**src/rtl/dic_pkg.sv**
```systemverilog
package dic_pkg;
   localparam int REG_AW = 3;
   localparam logic [REG_AW-1:0] A_MASKA = 3'd0;
   localparam logic [REG_AW-1:0] A_MASKB = 3'd1;
   localparam logic [REG_AW-1:0] A_FLAGA = 3'd2;
   localparam logic [REG_AW-1:0] A_FLAGB = 3'd3;
   localparam logic [REG_AW-1:0] A_EVID  = 3'd4;

   localparam logic [31:0] MASKA_KEEP = 32'h07FF_FFFF;
   localparam logic [31:0] MASKB_KEEP = 32'h3F3F_3F3F;
   localparam logic [31:0] FLAGA_W1C  = 32'h0000_0FFF;
   localparam logic [31:0] FLAGB_W1C  = 32'h003E_3F3F;

   // FLAGA bit positions
   localparam int FA_LAST = 0;
   localparam int FA_SOF  = 1;
   localparam int FA_BER  = 2;
   localparam int FA_BIAS = 3;
   localparam int FA_UR0  = 4;
   localparam int FA_UR1  = 5;
   localparam int FA_OUR  = 6;
   localparam int FA_QDIS = 7;
   localparam int FA_EOF  = 8;
   localparam int FA_BRN  = 9;
   localparam int FA_MORE = 10;
   localparam int FA_RDST = 11;
   localparam int FA_CMD  = 12;
   localparam int FA_NB   = 13;
   localparam int FA_CH_LO = 28;

   // MASKA bit positions
   localparam int MA_EN   = 0;
   localparam int MA_LAST = 3;
   localparam int MA_SOF  = 4;
   localparam int MA_UR0  = 5;
   localparam int MA_EOF  = 6;
   localparam int MA_QDIS = 11;
   localparam int MA_BRN  = 20;
   localparam int MA_OUR  = 21;
   localparam int MA_RDST = 23;
   localparam int MA_CMD  = 24;
   // MASKB bit for underrun 1
   localparam int MB_UR1  = 24;

   // FLAGB / MASKB offsets for auxiliary channel c
   localparam int FB_SOF_OFS = -1;
   localparam int FB_EOF_OFS = 7;
   localparam int FB_BRN_OFS = 15;
endpackage

```
**src/rtl/dic_level.sv**
```systemverilog
module dic_level
   import dic_pkg::*;
(
   input  logic [FA_NB-1:0] flaga,
   input  logic [31:0]      flagb,
   input  logic [31:0]      maska,
   input  logic [31:0]      maskb,
   output logic             level
);
   logic prim;

   always_comb begin
      prim = (flaga[FA_LAST] & ~maska[MA_LAST])
           | (flaga[FA_SOF]  & ~maska[MA_SOF])
           | (flaga[FA_UR0]  & ~maska[MA_UR0])
           | (flaga[FA_UR1]  & ~maskb[MB_UR1])
           | (flaga[FA_OUR]  & ~maska[MA_OUR])
           | (flaga[FA_QDIS] & ~maska[MA_QDIS])
           | (flaga[FA_EOF]  & ~maska[MA_EOF])
           | (flaga[FA_BRN]  & ~maska[MA_BRN])
           | (flaga[FA_RDST] & ~maska[MA_RDST])
           | (flaga[FA_CMD]  & ~maska[MA_CMD]);
      level = prim | (|(flagb & ~maskb));
   end
endmodule

```
**src/rtl/dic_route.sv**
```systemverilog
module dic_route
   import dic_pkg::*;
#(
   parameter int NCH  = 7,
   parameter int ID_W = 32
)(
   input  logic              clk,
   input  logic              rst_n,
   input  logic              irq_now,
   input  logic [31:0]       maska,
   input  logic [31:0]       maskb,
   input  logic [NCH-1:0]    ev_sof,
   input  logic [NCH-1:0]    ev_eof,
   input  logic [NCH-1:0]    ev_brn,
   input  logic              ev_ber,
   input  logic [2:0]        ber_chan,
   input  logic              ev_rdst,
   input  logic [NCH*ID_W-1:0] frame_id,
   output logic              more_set,
   output logic [ID_W-1:0]   evid_q
);
   localparam int NEV = 3 * NCH + 1;
   localparam int CW  = $clog2(NCH);

   logic [NCH-1:0] sof_m, eof_m, brn_m;
   logic [NCH-1:0] hit;
   logic [NEV-1:0] live;
   logic           ber_ok;
   logic           any_live, many_live;
   logic [CW-1:0]  win;
   logic           load_id;

   for (genvar c = 0; c < NCH; c++) begin : g_mask
      if (c == 0) begin : g_prim
         assign sof_m[c] = maska[MA_SOF];
         assign eof_m[c] = maska[MA_EOF];
         assign brn_m[c] = maska[MA_BRN];
      end else begin : g_aux
         assign sof_m[c] = maskb[c + FB_SOF_OFS];
         assign eof_m[c] = maskb[c + FB_EOF_OFS];
         assign brn_m[c] = maskb[c + FB_BRN_OFS];
      end
      assign hit[c] = (ev_sof[c] & ~sof_m[c]) | (ev_eof[c] & ~eof_m[c])
                    | (ev_brn[c] & ~brn_m[c])
                    | (ber_ok & (32'(ber_chan) == c));
   end

   assign ber_ok = ev_ber && (32'(ber_chan) < NCH);
   assign live   = {ev_sof & ~sof_m, ev_eof & ~eof_m, ev_brn & ~brn_m, ber_ok};

   always_comb begin
      any_live  = |live;
      many_live = $countones(live) > 1;
      win = '0;
      for (int c = NCH - 1; c >= 0; c--)
         if (hit[c]) win = CW'(c);
      load_id  = !irq_now && any_live;
      more_set = irq_now ? (any_live | (ev_rdst & ~maska[MA_RDST])) : many_live;
   end

   always_ff @(posedge clk or negedge rst_n) begin
      if (!rst_n)
         evid_q <= '0;
      else if (load_id)
         evid_q <= frame_id[win*ID_W +: ID_W];
   end


   evid_hold_chk: assert property (@(posedge clk) disable iff (!rst_n)
      irq_now |=> $stable(evid_q));


   evid_load_chk: assert property (@(posedge clk) disable iff (!rst_n)
      (!irq_now && ev_sof[0] && !maska[MA_SOF]) |=> (evid_q == $past(frame_id[ID_W-1:0])));
endmodule

```
**src/rtl/dic_status.sv**
```systemverilog
module dic_status
   import dic_pkg::*;
(
   input  logic             clk,
   input  logic             rst_n,
   input  logic [FA_NB-1:0] seta,
   input  logic [FA_NB-1:0] clra,
   input  logic [31:0]      setb,
   input  logic [31:0]      clrb,
   input  logic             ch_load,
   input  logic [2:0]       ch_val,
   input  logic             ch_clr,
   output logic [FA_NB-1:0] flaga_q,
   output logic [31:0]      flagb_q,
   output logic [2:0]       berch_q
);
   always_ff @(posedge clk or negedge rst_n) begin
      if (!rst_n) begin
         flaga_q <= '0;
         flagb_q <= '0;
         berch_q <= '0;
      end else begin
         flaga_q <= (flaga_q & ~clra) | seta;
         flagb_q <= (flagb_q & ~clrb) | setb;
         if (ch_load)
            berch_q <= ch_val;
         else if (ch_clr)
            berch_q <= '0;
      end
   end


   ber_rec_chk: assert property (@(posedge clk) disable iff (!rst_n)
      ch_load |=> (flaga_q[FA_BER] && berch_q == $past(ch_val)));


   set_wins_chk: assert property (@(posedge clk) disable iff (!rst_n)
      (|seta) |=> ((flaga_q & $past(seta)) == $past(seta)));
endmodule

```
**src/rtl/disp_irq_ctrl.sv**
```systemverilog
module disp_irq_ctrl
   import dic_pkg::*;
#(
   parameter int NCH  = 7,
   parameter int ID_W = 32
)(
   input  logic                 clk,
   input  logic                 rst_n,
   input  logic                 wr_en,
   input  logic [2:0]           addr,
   input  logic [31:0]          wdata,
   output logic [31:0]          rdata,
   input  logic [NCH-1:0]       ev_sof,
   input  logic [NCH-1:0]       ev_eof,
   input  logic [NCH-1:0]       ev_brn,
   input  logic                 ev_ber,
   input  logic [2:0]           ber_chan,
   input  logic                 ev_last,
   input  logic                 ev_bias,
   input  logic                 ev_urun0,
   input  logic                 ev_urun1,
   input  logic                 ev_ourun,
   input  logic                 ev_rdst,
   input  logic                 ev_cmd,
   input  logic [NCH*ID_W-1:0]  frame_id,
   output logic                 irq
);
   if (NCH < 2 || NCH > 7) begin : g_bad_nch
      $error("disp_irq_ctrl: NCH must lie in 2..7");
   end
   if (ID_W < 1 || ID_W > 32) begin : g_bad_idw
      $error("disp_irq_ctrl: ID_W must lie in 1..32");
   end

   logic [31:0]      maska_q, maskb_q;
   logic [FA_NB-1:0] flaga_q, seta, clra;
   logic [31:0]      flagb_q, setb, clrb;
   logic [2:0]       berch_q;
   logic [ID_W-1:0]  evid_q;
   logic             more_set, qdis_set;
   logic             wr_ma, wr_mb, wr_fa, wr_fb;

   assign wr_ma = wr_en && addr == A_MASKA;
   assign wr_mb = wr_en && addr == A_MASKB;
   assign wr_fa = wr_en && addr == A_FLAGA;
   assign wr_fb = wr_en && addr == A_FLAGB;
   assign qdis_set = wr_ma && maska_q[MA_EN] && !wdata[MA_EN];

   always_ff @(posedge clk or negedge rst_n) begin
      if (!rst_n) begin
         maska_q <= '0;
         maskb_q <= '0;
      end else begin
         if (wr_ma) maska_q <= wdata & MASKA_KEEP;
         if (wr_mb) maskb_q <= wdata & MASKB_KEEP;
      end
   end

   always_comb begin
      seta = '0;
      seta[FA_LAST] = ev_last;
      seta[FA_SOF]  = ev_sof[0];
      seta[FA_BER]  = ev_ber;
      seta[FA_BIAS] = ev_bias;
      seta[FA_UR0]  = ev_urun0;
      seta[FA_UR1]  = ev_urun1;
      seta[FA_OUR]  = ev_ourun;
      seta[FA_QDIS] = qdis_set;
      seta[FA_EOF]  = ev_eof[0];
      seta[FA_BRN]  = ev_brn[0];
      seta[FA_MORE] = more_set;
      seta[FA_RDST] = ev_rdst;
      seta[FA_CMD]  = ev_cmd;
      clra = wr_fa ? FA_NB'(wdata & FLAGA_W1C) : '0;
      clrb = wr_fb ? (wdata & FLAGB_W1C) : '0;
   end

   for (genvar c = 0; c < 32; c++) begin : g_setb
      if (c + 1 >= 1 && c + 1 < NCH) begin : g_s
         assign setb[c] = ev_sof[c + 1];
      end else if (c - FB_EOF_OFS >= 1 && c - FB_EOF_OFS < NCH) begin : g_e
         assign setb[c] = ev_eof[c - FB_EOF_OFS];
      end else if (c - FB_BRN_OFS >= 1 && c - FB_BRN_OFS < NCH) begin : g_b
         assign setb[c] = ev_brn[c - FB_BRN_OFS];
      end else begin : g_z
         assign setb[c] = 1'b0;
      end
   end

   dic_status u_status (
      .clk     (clk),
      .rst_n   (rst_n),
      .seta    (seta),
      .clra    (clra),
      .setb    (setb),
      .clrb    (clrb),
      .ch_load (ev_ber),
      .ch_val  (ber_chan),
      .ch_clr  (wr_fa && wdata[FA_BER]),
      .flaga_q (flaga_q),
      .flagb_q (flagb_q),
      .berch_q (berch_q)
   );

   dic_level u_level (
      .flaga (flaga_q),
      .flagb (flagb_q),
      .maska (maska_q),
      .maskb (maskb_q),
      .level (irq)
   );

   dic_route #(.NCH(NCH), .ID_W(ID_W)) u_route (
      .clk      (clk),
      .rst_n    (rst_n),
      .irq_now  (irq),
      .maska    (maska_q),
      .maskb    (maskb_q),
      .ev_sof   (ev_sof),
      .ev_eof   (ev_eof),
      .ev_brn   (ev_brn),
      .ev_ber   (ev_ber),
      .ber_chan (ber_chan),
      .ev_rdst  (ev_rdst),
      .frame_id (frame_id),
      .more_set (more_set),
      .evid_q   (evid_q)
   );

   always_comb begin
      case (addr)
         A_MASKA: rdata = maska_q;
         A_MASKB: rdata = maskb_q;
         A_FLAGA: rdata = {1'b0, berch_q, {(FA_CH_LO-FA_NB){1'b0}}, flaga_q};
         A_FLAGB: rdata = flagb_q;
         A_EVID:  rdata = 32'(evid_q);
         default: rdata = '0;
      endcase
   end


   qdis_chk: assert property (@(posedge clk) disable iff (!rst_n)
      (wr_en && addr == A_MASKA && maska_q[MA_EN] && !wdata[MA_EN]) |=> flaga_q[FA_QDIS]);


   irq_src_chk: assert property (@(posedge clk) disable iff (!rst_n)
      irq |-> ((|flaga_q) || (|flagb_q)));


   rst_quiet_chk: assert property (@(posedge clk) disable iff (!rst_n)
      $rose(rst_n) |-> !irq);
endmodule

```
**config.mk**
```make
export PLATFORM = sky130hd
export DESIGN_NAME = disp_irq_ctrl
export DESIGN_NICKNAME = d
export VERILOG_FILES = /design/src/rtl/dic_pkg.sv /design/src/rtl/dic_level.sv /design/src/rtl/dic_route.sv /design/src/rtl/dic_status.sv /design/src/rtl/disp_irq_ctrl.sv
export SDC_FILE = /design/constraint.sdc
export NUM_CORES = 1
export LEC_CHECK = 0
export ABC_AREA = 1
export BUFFER_PORTS_ARGS = -buffer_cell sky130_fd_sc_hd__buf_2
export CAP_MARGIN = 20
export CORE_MARGIN = 2
export CORE_UTILIZATION = 38
export DETAILED_ROUTE_END_ITERATION = 8
export PLACE_DENSITY = 0.74
export SETUP_SLACK_MARGIN = 0.15
export SLEW_MARGIN = 40
export SYNTH_ARGS = -nofsm -noshare
export SYNTH_HDL_FRONTEND = slang
export SYNTH_SLANG_ARGS = --single-unit
```
**constraint.sdc**
```tcl
create_clock -name clk -period 13.1 [get_ports clk]
set_clock_uncertainty 0.15 [all_clocks]
set_input_delay 1.965 -clock clk [delete_from_list [all_inputs] [get_ports clk]]
set_output_delay 1.965 -clock clk [all_outputs]
set_load 0.01 [all_outputs]
```
* After elaboration in Yosys (flattened, before gate mapping)
Cells that the tools add are included. W data, S select, Z words.
Storage, ports and cells: input bits 294, logic and storage cells 182, output and inout bits 33, register bits after elaboration 131
Operators by class: add/subtract/negate cells 21, bitwise operators 113, eq/ne operators 10, shifts and indexed selects 1, muxes and demuxes 13, $lt $le $gt $ge 2, reduce and logical (&&, ||, !) cells 16
Operators by type and width (number):
- $add A32 B32 Y32 | 10
- $shiftx A224 B9 Y32 | 1
- $pmux W32 S5 | 1
- $and A32 B32 Y32 | 2
- $and A1 B1 Y1 | 39
- $gt A32 B2 Y1 const B | 1
- $not A22 Y32 | 1
- $not A30 Y32 | 1
- $or A1 B1 Y1 | 32
- $or A32 B22 Y32 | 1
- $reduce_or A32 Y1 | 1
- $not A1 Y1 | 28
- $mux W3 | 9
- $add A1 B1 Y2 | 11
- $mux W22 | 1
- $reduce_or A22 Y1 | 1
- $and A7 B7 Y7 | 3
- $not A7 Y7 | 3
- $and A13 B13 Y13 | 1
- $not A12 Y13 | 1
- $or A13 B13 Y13 | 1
- $eq A3 B2 Y1 const B | 4
- $eq A3 B3 Y1 const B | 4
- $mux W12 | 1
- 7 further kinds | 18

* Longest topological paths before layout
Gate-level depths: netlist (run 1).
depth in word-level cells 14, mapped depth 19, depth with buffers taken out 19

* By module
From an unflattened synthesis (run 1), not the netlist that was laid out.
Unflattened totals: cell total of the unflattened synthesis 1761, area total of the unflattened synthesis 10943.0 sq um
By module, submodules not included:
- dic_route | cells an instance 953, area each 5241.3 sq um, instances 1, sequential area each 800.8 sq um
- disp_irq_ctrl | cells an instance 541, area each 3499.6 sq um, instances 1, sequential area each 1276.2 sq um
- dic_status | cells an instance 148, area each 1747.9 sq um, instances 1, sequential area each 1201.2 sq um
- dic_level | cells an instance 119, area each 454.2 sq um, instances 1, sequential area each 0.0 sq um

* Worst setup path before layout (run 1)
Ideal clock, no wire load.
kind input port to flip-flop, start point in ev_sof[5], end point reg u_status.flaga_q[10], arrival time 5.626 ns, path buffers 0, path slack 7.190 ns, stages on the path 18, data required time 12.816 ns, setup time 0.134 ns, path through nand2_1 -> ha_1 -> inv_1 -> fa_1 -> fa_1 -> inv_1 -> fa_1 -> inv_1 -> fa_1 -> inv_1 -> ha_1 -> inv_1 -> fa_1 -> inv_1 -> nor4_1 -> o21ai_0 -> a21oi_1 -> o211ai_1
Between the ends: word-level cells in the longest chain between the ends 7, elaborated cells between the ends (all ways) 9, those cells by class add/sub (3); order compare (1); mux (1); bitwise (3); reduce/logical (1)
RTL lines:
- from (decl) | line disp_irq_ctrl.sv:13 | input logic [NCH-1:0] ev_sof,
- $and A7 B7 Y7 (*) | line dic_route.sv:49 | assign live = {ev_sof & ~sof_m, ev_eof & ~eof_m, ev_brn & ~brn_m, ber_ok};
- $add A1 B1 Y2 (not written as such) | line dic_route.sv:53 | many_live = $countones(live) > 1;
- $add A32 B32 Y32 (not written as such) (2 in series) | line dic_route.sv:53
- $gt A32 B2 Y1 | line dic_route.sv:53
- $mux W1 (*) | line dic_route.sv:58 | more_set = irq_now ? (any_live | (ev_rdst & ~maska[MA_RDST])) : many_live;
- $or A13 B13 Y13 (*) | line dic_status.sv:23 | flaga_q <= (flaga_q & ~clra) | seta;
- to (signal assigned) | line dic_status.sv:23
- to (decl) | line dic_status.sv:13 | output logic [FA_NB-1:0] flaga_q,
Every way passes the cells marked *; elsewhere a longest branch is shown, timed or not. A chain may end at the register's enable or synchronous reset.

* Worst setup path after layout (run 1)
start point in ber_chan[2], end point reg u_status.flaga_q[10]
Between the ends: word-level cells in the longest chain between the ends 10, elaborated cells between the ends (all ways) 12, those cells by class add/sub (5); order compare (2); mux (1); bitwise (2); reduce/logical (2)
RTL lines:
- from (decl) | line disp_irq_ctrl.sv:17 | input logic [2:0] ber_chan,
- $lt A3 B3 Y1 (*) | line dic_route.sv:48 | assign ber_ok = ev_ber && (32'(ber_chan) < NCH);
- $logic_and A1 B1 Y1 (*) | line dic_route.sv:48
- $add A1 B1 Y2 (not written as such) | line dic_route.sv:53
- $add A32 B32 Y32 (not written as such) (4 in series) | line dic_route.sv:53
- $gt A32 B2 Y1 | line dic_route.sv:53
- $mux W1 (*) | line dic_route.sv:58
- $or A13 B13 Y13 (*) | line dic_status.sv:23
Marks and branches as above.

==> results of run 1 <==
-- registers in the layout, summed over array words and instances, names as in the netlist --
register and flops:
u_route.evid_q 32, u_status.flagb_q 18, maska_q 27, u_status.berch_q 3, u_status.flaga_q 13, maskb_q 24
-- logic make-up after synthesis --
logic type,after synthesis,synth area share
adder cells (fa/ha/maj),44,0.0709
AND/OR/NAND/NOR,717,0.331
multiplexers,3,0.00353
flip-flops,117,0.306
AO/OA/AOI/OAI,173,0.109
buffers and inverters,433,0.179
-- per-layer routing --
metal,routed length [µm],vias to the layer above,global-route usage,share of wire
met1,14000,4908,0.328,0.40
met4,1150,6,0.0905,0.033
li1,-,5163,-,-
met5,33,-,0,0.00095
met3,3160,81,0.0642,0.091
met2,16300,509,0.434,0.47
-- final cells by class --
| type | instances | area share |
|---|---|---|
| repair buffers | 336 | 0.146 |
| diodes | 3 | 0.000625 |
| inverters | 355 | 0.111 |
| multi-input cells | 937 | 0.413 |
| well taps | 330 | 0.0344 |
| clock inverters | 8 | 0.0100 |
| clock buffers | 24 | 0.0418 |
| flip-flops and latches | 117 | 0.244 |
-- report_power, final --
group          internal (µW)  switching (µW)  leakage [µW]
Combinational            236             371       0.00564
Clock                    323             166      0.000302
Sequential               406            31.6       0.00137
Total                    966             568       0.00731
-- critical path, delay by kind of cell --
family	cells	cell delay, ps
AOI/OAI and AO/OA	4	790
adders and majority gates	7	2880
and+or+nand+nor	1	210
buffers and inverters	5	360
-- final timing paths --
| path | from | cells after the start | end | slack (ps) |
|---|---|---|---|---|
| max | ber_chan[2] | 17 | u_status.flaga_q[10] | 7040 |
| min | maska_q[15] | 2 | maska_q[15] | 320 |
| max reg2reg | maskb_q[4] | 19 | u_status.flaga_q[10] | 8210 |
| min reg2reg | maska_q[15] | 2 | maska_q[15] | 320 |
| max in group asynchronous | rst_n | 3 | maskb_q[18] | 10450 |
| min in group asynchronous | rst_n | 1 | u_status.flagb_q[8] | 1370 |
-- through the flow --
step / util / instance area, µm² / hold slack (ps)
finish: 0.481 / 12000 / 322
global route: 0.481 / 12000 / 342
CTS: 0.479 / 12000 / 329
detailed placement: 0.455 / 11300 / 312
global placement: 0.453 / 11300 / 302
floorplan: - / 9570 / 287
-- cells in the final DEF, fill, tap and decap left out, types with 5 or more instances in the layout --
cell       synthesis  layout
o2111ai_1          8       8
fa_1              17      17
buf_2             16     323
clkbuf_16          0      17
nor2_1            67      66
a21oi_1           36      36
o21bai_1          12      12
nand3_1          236     236
nand4_1            5       5
clkbuf_8           0       6
dfrtp_1          117     117
inv_1            348     347
nand2_1          363     363
buf_4              9       9
ha_1              27      27
o211ai_1           9       9
o21ai_0           76      76
inv_2              5       6
o22ai_1           10      10
a22o_1             5       5
a221oi_1           8       8
nand3b_1          31      31
-- synthesized netlist by cell type (2+ instances only) --
cell type / number
o22ai_1: 10
a211oi_1: 2
nand3_1: 236
or2_2: 2
fa_1: 17
dfrtp_1: 117
inv_2: 5
nand2_2: 4
a221o_1: 3
nand3b_1: 31
a22o_1: 5
clkbuf_1: 42
nor4_1: 2
nor2_1: 67
buf_6: 5
nand2_1: 363
o211ai_1: 9
buf_2: 16
a221oi_1: 8
buf_4: 9
o21bai_1: 12
o21ai_0: 76
o2111ai_1: 8
ha_1: 27
clkinv_1: 2
mux2_2: 3
nand4_1: 5
inv_1: 348
o221ai_1: 3
buf_1: 6
a21oi_1: 36
==> results_dict.tcl, run 1 <==
set metrics [dict create \
    cts.repair.resized 0 \
    io_buffers 324 \
    fin_ws_ps 7040 \
    synth_top_area_frac 0.306 \
    first_global_vias 9976 \
    grt_max_degree 129 \
    crit_path_end_kind "register" \
    die-height_um 163 \
    synth.net_count 1825 \
    nFillCells 2618 \
    core_mm2 0.0250 \
    power.total_uw 1530 \
    max_stage_delay_ps 550 \
    hold_violations 0 \
    synth_area_leaders "dfrtp_1, nand2_1, inv_1" \
    yosysWarnings 0 \
    cap_violations 0 \
    synth-async-reset-ratio 1.00 \
    slew_headroom 0.437 \
    htreeDepth 4 \
    cp_common_cell "fa_1" \
    path_clk_slew_ps 50 \
    dp_hpwl_mm 25.8 \
    synth_area_per_cell_um2 6.43 \
    wl_per_cell_um 16.4 \
    setup.worst_path.start_class "input pin" \
    drive_above_1_share 0.217 \
    dp_slack_ps 6670 \
    drv_slew 0 \
    initial_core_util 0.383 \
    yosysTopAreaCell "dfrtp_1" \
    drtAntennaViolNets 0 \
    hold_buffers 0 \
    die-width_um 163 \
    ioPinCount 327 \
    critPathKind "input pin to register" \
    min_period_ps 6060 \
    grtUsageTotal 0.260 \
    antenna_found_initial 5 \
    hold_path.class "register to register" \
    worstMarginPinSlew_ps 842 \
    ir_drop_v 0.0000900 \
    drc 0 \
    cts_tree "built" \
    p_per_area_mw_per_mm2 128 \
    maxClockFrequency_ghz 0.165 \
    crit_required_ps 13230 \
    multi_input_comb_area_mm2 0.00496 \
    netlist_area_mm2 0.00957 \
    final_cells 2110 \
    area_growth_syn_to_layout_pct 25.5 \
    slowest_stage "fa_1" \
    nNetsFinal 2102 \
    power_leakage_uw 0.00731 \
    ys_seq_area_frac 0.306 \
    gp_congestion 0.943 \
    cp_max_fo 4 \
    rsz0062_at_grt "no" \
    postCtsSetupRepairBufs 0 \
    synth_ff_type "dfrtp_1" \
    synth.ff_latch_count 117 \
    clkLatencyLatePin_ps 420 \
    grt_first_pass_wirelength_mm 52.9 \
    setup_violations 0 \
    dpl.cell_count 2074 \
    worstPathCellList "buf_2, inv_1, o21ai_0, inv_1, ha_1, fa_1, fa_1, fa_1, fa_1, ha_1, inv_1, fa_1, inv_1, nor4_1, o21ai_0, a21oi_1, o211ai_1" \
    status "finished, final reports clean" \
    tns_ps 0 \
    ys_types 39 \
    clk_path_buf_depth 2 \
    fp-row-count 58 \
    die_area_mm2 0.0265 \
    crit_arrival_ps 6180 \
    synth_edf_count 0 \
    cts_sinks 117 \
    cts-buffers-inserted 17 \
    viasPerCell 5.06 \
    grt_overflow 0 \
    cts-root-buf "clkbuf_16" \
    drt_iter0_markers 1043 \
    finalCritPeriodShare 0.462 \
    vias 10700 \
    regArea_mm2 0.00293 \
    syn_inst 1487 \
    drtPass1Iterations 5 \
    wl_mm 34.7 \
]
(Power assumes the default switching activity.)
==> run 2: changes to the inputs <==
Settings changed: PLACE_DENSITY 0.74 to 0.77.
Clock period 13.1 ns to 5.45 ns, I/O delays scaled along.
==> results_dict.tcl, run 2 (synthesis gave the netlist of run 1 again) <==
set metrics [dict create \
    timing.hold.ws_ps 229 \
    grt_first_pass_wirelength_mm 54.0 \
    die_area_mm2 0.0265 \
    nNetsFinal 2104 \
    area_growth_syn_to_layout_pct 25.7 \
    rsz0062_at_grt "no" \
    hold_buffers 0 \
    fp-row-count 58 \
    nFillCells 2581 \
    setup_violations 0 \
    crit_path_end_kind "register" \
    initial_core_util 0.383 \
    crit_arrival_ps 4960 \
    grtUsageTotal 0.265 \
    critPathKind "input pin to register" \
    cts.repair.resized 0 \
    final_cells 2109 \
    largest_register_ffs 32 \
    final_common_cell "nand2_1" \
    p_per_area_mw_per_mm2 313 \
    drc 0 \
    ir_drop_v 0.000167 \
    mostFrequentLayoutCells "nand2_1, inv_1, buf_2, nand3_1, dfrtp_1" \
    cts_tree "built" \
    cp_max_fo 4 \
    worstMarginPinSlew_ps 811 \
    max_stage_delay_ps 490 \
    drt_iter0_markers 1040 \
    path_clk_slew_ps 60 \
    dpl.cell_count 2077 \
    crit_family "adder cells" \
    tns_ps 0 \
    drive_above_1_share 0.218 \
    clk_path_buf_depth 2 \
    crit_buf_inv 8 \
    gp_congestion 0.935 \
    power.total_uw 3770 \
    power_leakage_uw 0.00732 \
    antenna_found_initial 1 \
    slowest_stage "fa_1" \
    maxClockFrequency_ghz 0.208 \
    top_register "u_route.evid_q" \
    ioPinCount 327 \
    drv_slew 0 \
    core_mm2 0.0250 \
    slew_headroom 0.458 \
    die-height_um 163 \
    hold_violations 0 \
    cts_sinks 117 \
    wl_per_cell_um 16.6 \
    cts-buffers-inserted 17 \
    crit_required_ps 5590 \
    status "finished, final reports clean" \
    top_regs "u_route.evid_q x32, maska_q x27, maskb_q x24" \
    dp_hpwl_mm 26.4 \
    finalInstanceArea_mm2 0.0120 \
    drtPass1Iterations 5 \
    htreeDepth 4 \
    io_buffers 324 \
    placed_cell_area_mm2 0.0114 \
    viasPerCell 5.06 \
    postCtsSetupRepairBufs 0 \
    die-width_um 163 \
    clkLatencyLatePin_ps 430 \
    n_antenna_cell 0 \
    grt_overflow 0 \
    wl_mm 35.0 \
    first_global_vias 10300 \
    drtAntennaViolNets 0 \
    finalCritPeriodShare 0.884 \
    worstPathCellList "buf_2, inv_1, o21ai_0, ha_1, inv_1, fa_1, inv_1, fa_1, fa_1, inv_1, fa_1, inv_1, ha_1, inv_1, fa_1, inv_1, nor4_1, o21ai_0, a21oi_1, o211ai_1" \
    cap_violations 0 \
    cts-root-buf "clkbuf_16" \
    cp_common_cell "inv_1" \
    min_period_ps 4820 \
    grt_max_degree 103 \
    setup.worst_path.start_class "input pin" \
    hold_path.class "input pin to asynchronous set/reset pin" \
    vias 10700 \
]
==> run 2: power by group <==
group	internal, µW	switching (µW)	leakage (µW)
clock network	816	434	0.000308
registers	975	76.9	0.00137
logic	572	892	0.00564
total	2360	1400	0.00732
==> run 2: worst paths after layout <==
| check | startpoint | end | slack, ps | depth (start not counted) |
|---|---|---|---|---|
| setup / recovery | ber_chan[2] | u_status.flaga_q[10] | 630 | 20 |
| hold / removal | rst_n | maska_q[14] | 230 | 1 |
| setup reg to reg | maskb_q[4] | u_status.flaga_q[10] | 670 | 19 |
| hold reg to reg | u_status.flagb_q[16] | u_status.flagb_q[16] | 320 | 1 |
| max in group asynchronous | rst_n | u_status.flagb_q[16] | 3830 | 2 |
| min in group clk | u_status.flagb_q[16] | u_status.flagb_q[16] | 320 | 1 |
==> run 2: area by class of cell <==
| cell class | instances | area (µm²) | share of cell area |
|---|---|---|---|
| Tap cell | 330 | 413 | 0.0343 |
| Clock inverter | 14 | 225 | 0.0187 |
| Timing Repair Buffer | 338 | 1750 | 0.146 |
| Clock buffer | 18 | 429 | 0.0357 |
| Sequential cell | 117 | 2930 | 0.244 |
| Inverter | 355 | 1330 | 0.111 |
| Multi-Input combinational cell | 937 | 4940 | 0.411 |
==> run 2: metrics by stage <==
stage                     setup WS, ps   util
after floorplan                    688      -
after global placement             283  0.454
after detailed placement           193  0.455
after CTS                          645  0.481
after global routing               459  0.482
final                              632  0.482
==> run 2: per-layer routing <==
layer / GRT usage / vias up / part of all wire / wire length [µm]
met5: 0 / - / 0.00037 / 13
met4: 0.0881 / 2 / 0.029 / 1020
met3: 0.0527 / 77 / 0.080 / 2780
met2: 0.461 / 521 / 0.48 / 17000
met1: 0.330 / 4902 / 0.41 / 14200
li1: - / 5168 / - / -
==> run 3: changes to the inputs <==
Settings changed: BUFFER_PORTS_ARGS -buffer_cell sky130_fd_sc_hd__buf_2 to not set, DONT_BUFFER_PORTS set to 1, MAX_ROUTING_LAYER set to met4, PLACE_DENSITY 0.77 to 0.65.
==> results_dict.tcl, run 3 (synthesis gave the netlist of run 1 again) <==
set metrics [dict create \
    status "finished, final reports clean" \
    viasPerCell 5.27 \
    top_register "u_route.evid_q" \
    gp_congestion 0.935 \
    first_global_vias 9040 \
    grt_overflow 0 \
    met2_usage 0.408 \
    fp-row-count 58 \
    die_area_mm2 0.0265 \
    cts_sinks 117 \
    antenna_found_initial 1 \
    grt_max_degree 122 \
    io_buffers 0 \
    startpoint "maskb_q[3]" \
    power_leakage_uw 0.00599 \
    core_mm2 0.0250 \
    setup.worst_path.start_class "register" \
    drtPass1Iterations 5 \
    grt_use_met3 0.0736 \
    cp_max_fo 3 \
    p_int_uw 2190 \
    final_common_cell "nand2_1" \
    r2r-end "u_status.flaga_q[10]" \
    top_regs "u_route.evid_q x32, maska_q x27, maskb_q x24" \
    wl_mm 33.6 \
    busiest_layer "met2" \
    wl_per_cell_um 18.9 \
    nNetsFinal 1779 \
    dp_hpwl_mm 25.1 \
    grt_first_pass_wirelength_mm 51.1 \
    ir_drop_v 0.000192 \
    cts_tree "built" \
    path_clk_slew_ps 60 \
    clkLatencyLatePin_ps 430 \
    cts.repair.resized 0 \
    fin_ws_ps 695 \
    rr_worst_depth 19 \
    vias 9397 \
    p_clk_frac 0.326 \
    hold_path.class "input pin to asynchronous set/reset pin" \
    critPathKind "register to register" \
    r2r_slack_ps 690 \
    cap_violations 0 \
    slew_headroom 0.509 \
    die-width_um 163 \
    p_per_area_mw_per_mm2 341 \
    crit_required_ps 5590 \
    crit_end "u_status.flaga_q[10]" \
    htreeDepth 4 \
    crit_path_end_kind "register" \
    combPwrFrac 0.376 \
    grtUsageTotal 0.263 \
    tns_ps 0 \
    drive_above_1_share 0.0440 \
    dp_slack_ps 319 \
    die-height_um 163 \
    postCtsSetupRepairBufs 0 \
    rsz0062_at_grt "no" \
    maxClockFrequency_ghz 0.210 \
    area_growth_syn_to_layout_pct 8.19 \
    r2r-start "maskb_q[3]" \
    min_period_ps 4760 \
    initial_core_util 0.383 \
    seq_power_share 0.298 \
    crit_arrival_ps 4890 \
    cts-buffers-inserted 17 \
    mostFrequentLayoutCells "nand2_1, inv_1, nand3_1, dfrtp_1, o21ai_0" \
    drtAntennaViolNets 0 \
    finalCritPeriodShare 0.873 \
    clk_path_buf_depth 2 \
    met1_usage 0.329 \
    setup_violations 0 \
    largest_register_ffs 32 \
    nFillCells 2703 \
    drc 0 \
    hold_violations 0 \
    drt_iter0_markers 771 \
    cts-root-buf "clkbuf_16" \
    switching_share 0.379 \
    drv_slew 0 \
    worstMarginPinSlew_ps 728 \
    ioPinCount 327 \
    p_sw_uw 1340 \
]
-- run 3: changes by cell type in the layout (fill, tap and decap cells not counted), sizes merged --
cell,before,now
buf,338,13
bufinv,5,3
clkbuf,18,19
clkinv,5,8
clkinvlp,3,2
diode,0,1
inv,356,354
-- run 3: power by group through the flow --
stage | sequential (µW) | clock (µW) | combinational, µW
floorplan | 1040 | 0 | 1040
global placement | 1060 | 0 | 1270
detailed placement | 1060 | 0 | 1290
CTS | 1050 | 1160 | 1320
global route | 1060 | 1200 | 1530
finish | 1050 | 1150 | 1330
-- run 3: repair_timing --
item	4_1_cts	5_1_grt
hold buffers	1	0
endpoints found under the setup margin	0	0
endpoints found under the hold margin	117	0
-- run 3: stage by stage --
stage          cell area (µm²)  total power, µW  cells  utilization  hold WS [ps]
5_1_grt                  10300             3800   1784        0.415           242
4_1_cts                  10300             3540   1783        0.414           227
2_1_floorplan             9570             2080   1487            -           287
6_report                 10300             3530   1784        0.415           207
3_3_place_gp              9690             2330   1751        0.388           303
3_5_place_dp              9720             2360   1751        0.389           308
-- run 3: how the worst min path moves through the flow --
stage	startpoint	end	slack, ps	cells past startpoint
after floorplan	u_status.flagb_q[16]	u_status.flagb_q[16]	290	1
after global placement	u_status.flaga_q[12]	u_status.flaga_q[12]	300	1
after detailed placement	u_status.flaga_q[12]	u_status.flaga_q[12]	310	1
after CTS	rst_n	u_route.evid_q[10]	230	1
after global routing	rst_n	u_route.evid_q[5]	240	1
final	rst_n	u_route.evid_q[5]	210	1
-- run 3: per-layer routing --
layer	share of wire	wire length, µm	up-vias
li1	-	-	4519
met1	0.43	14300	4424
met2	0.47	15700	393
met3	0.077	2590	61
met4	0.032	1060	0
met5	0	0	-
-- run 3: final cells by class --
type | count | area [µm²] | share of cell area
clock inverter | 12 | 155 | 0.0150
multi-input combinational | 937 | 4950 | 0.478
timing repair buffer | 13 | 125 | 0.0121
clock buffer | 19 | 443 | 0.0428
inverter | 355 | 1330 | 0.129
tap | 330 | 413 | 0.0399
antenna | 1 | 2.50 | 0.000242
sequential | 117 | 2930 | 0.283
-- run 3: critical path, stage by stage, from the launching register on --
cell and delay [ps]:
dfrtp_1 380, inv_1 90, nand2_1 190, ha_1 350, inv_1 50, fa_1 500
fa_1 550, inv_1 50, fa_1 530, inv_1 50, fa_1 380, inv_1 60
ha_1 160, inv_1 60, fa_1 480, inv_1 40, nor4_1 190, o21ai_0 120
a21oi_1 140, o211ai_1 110
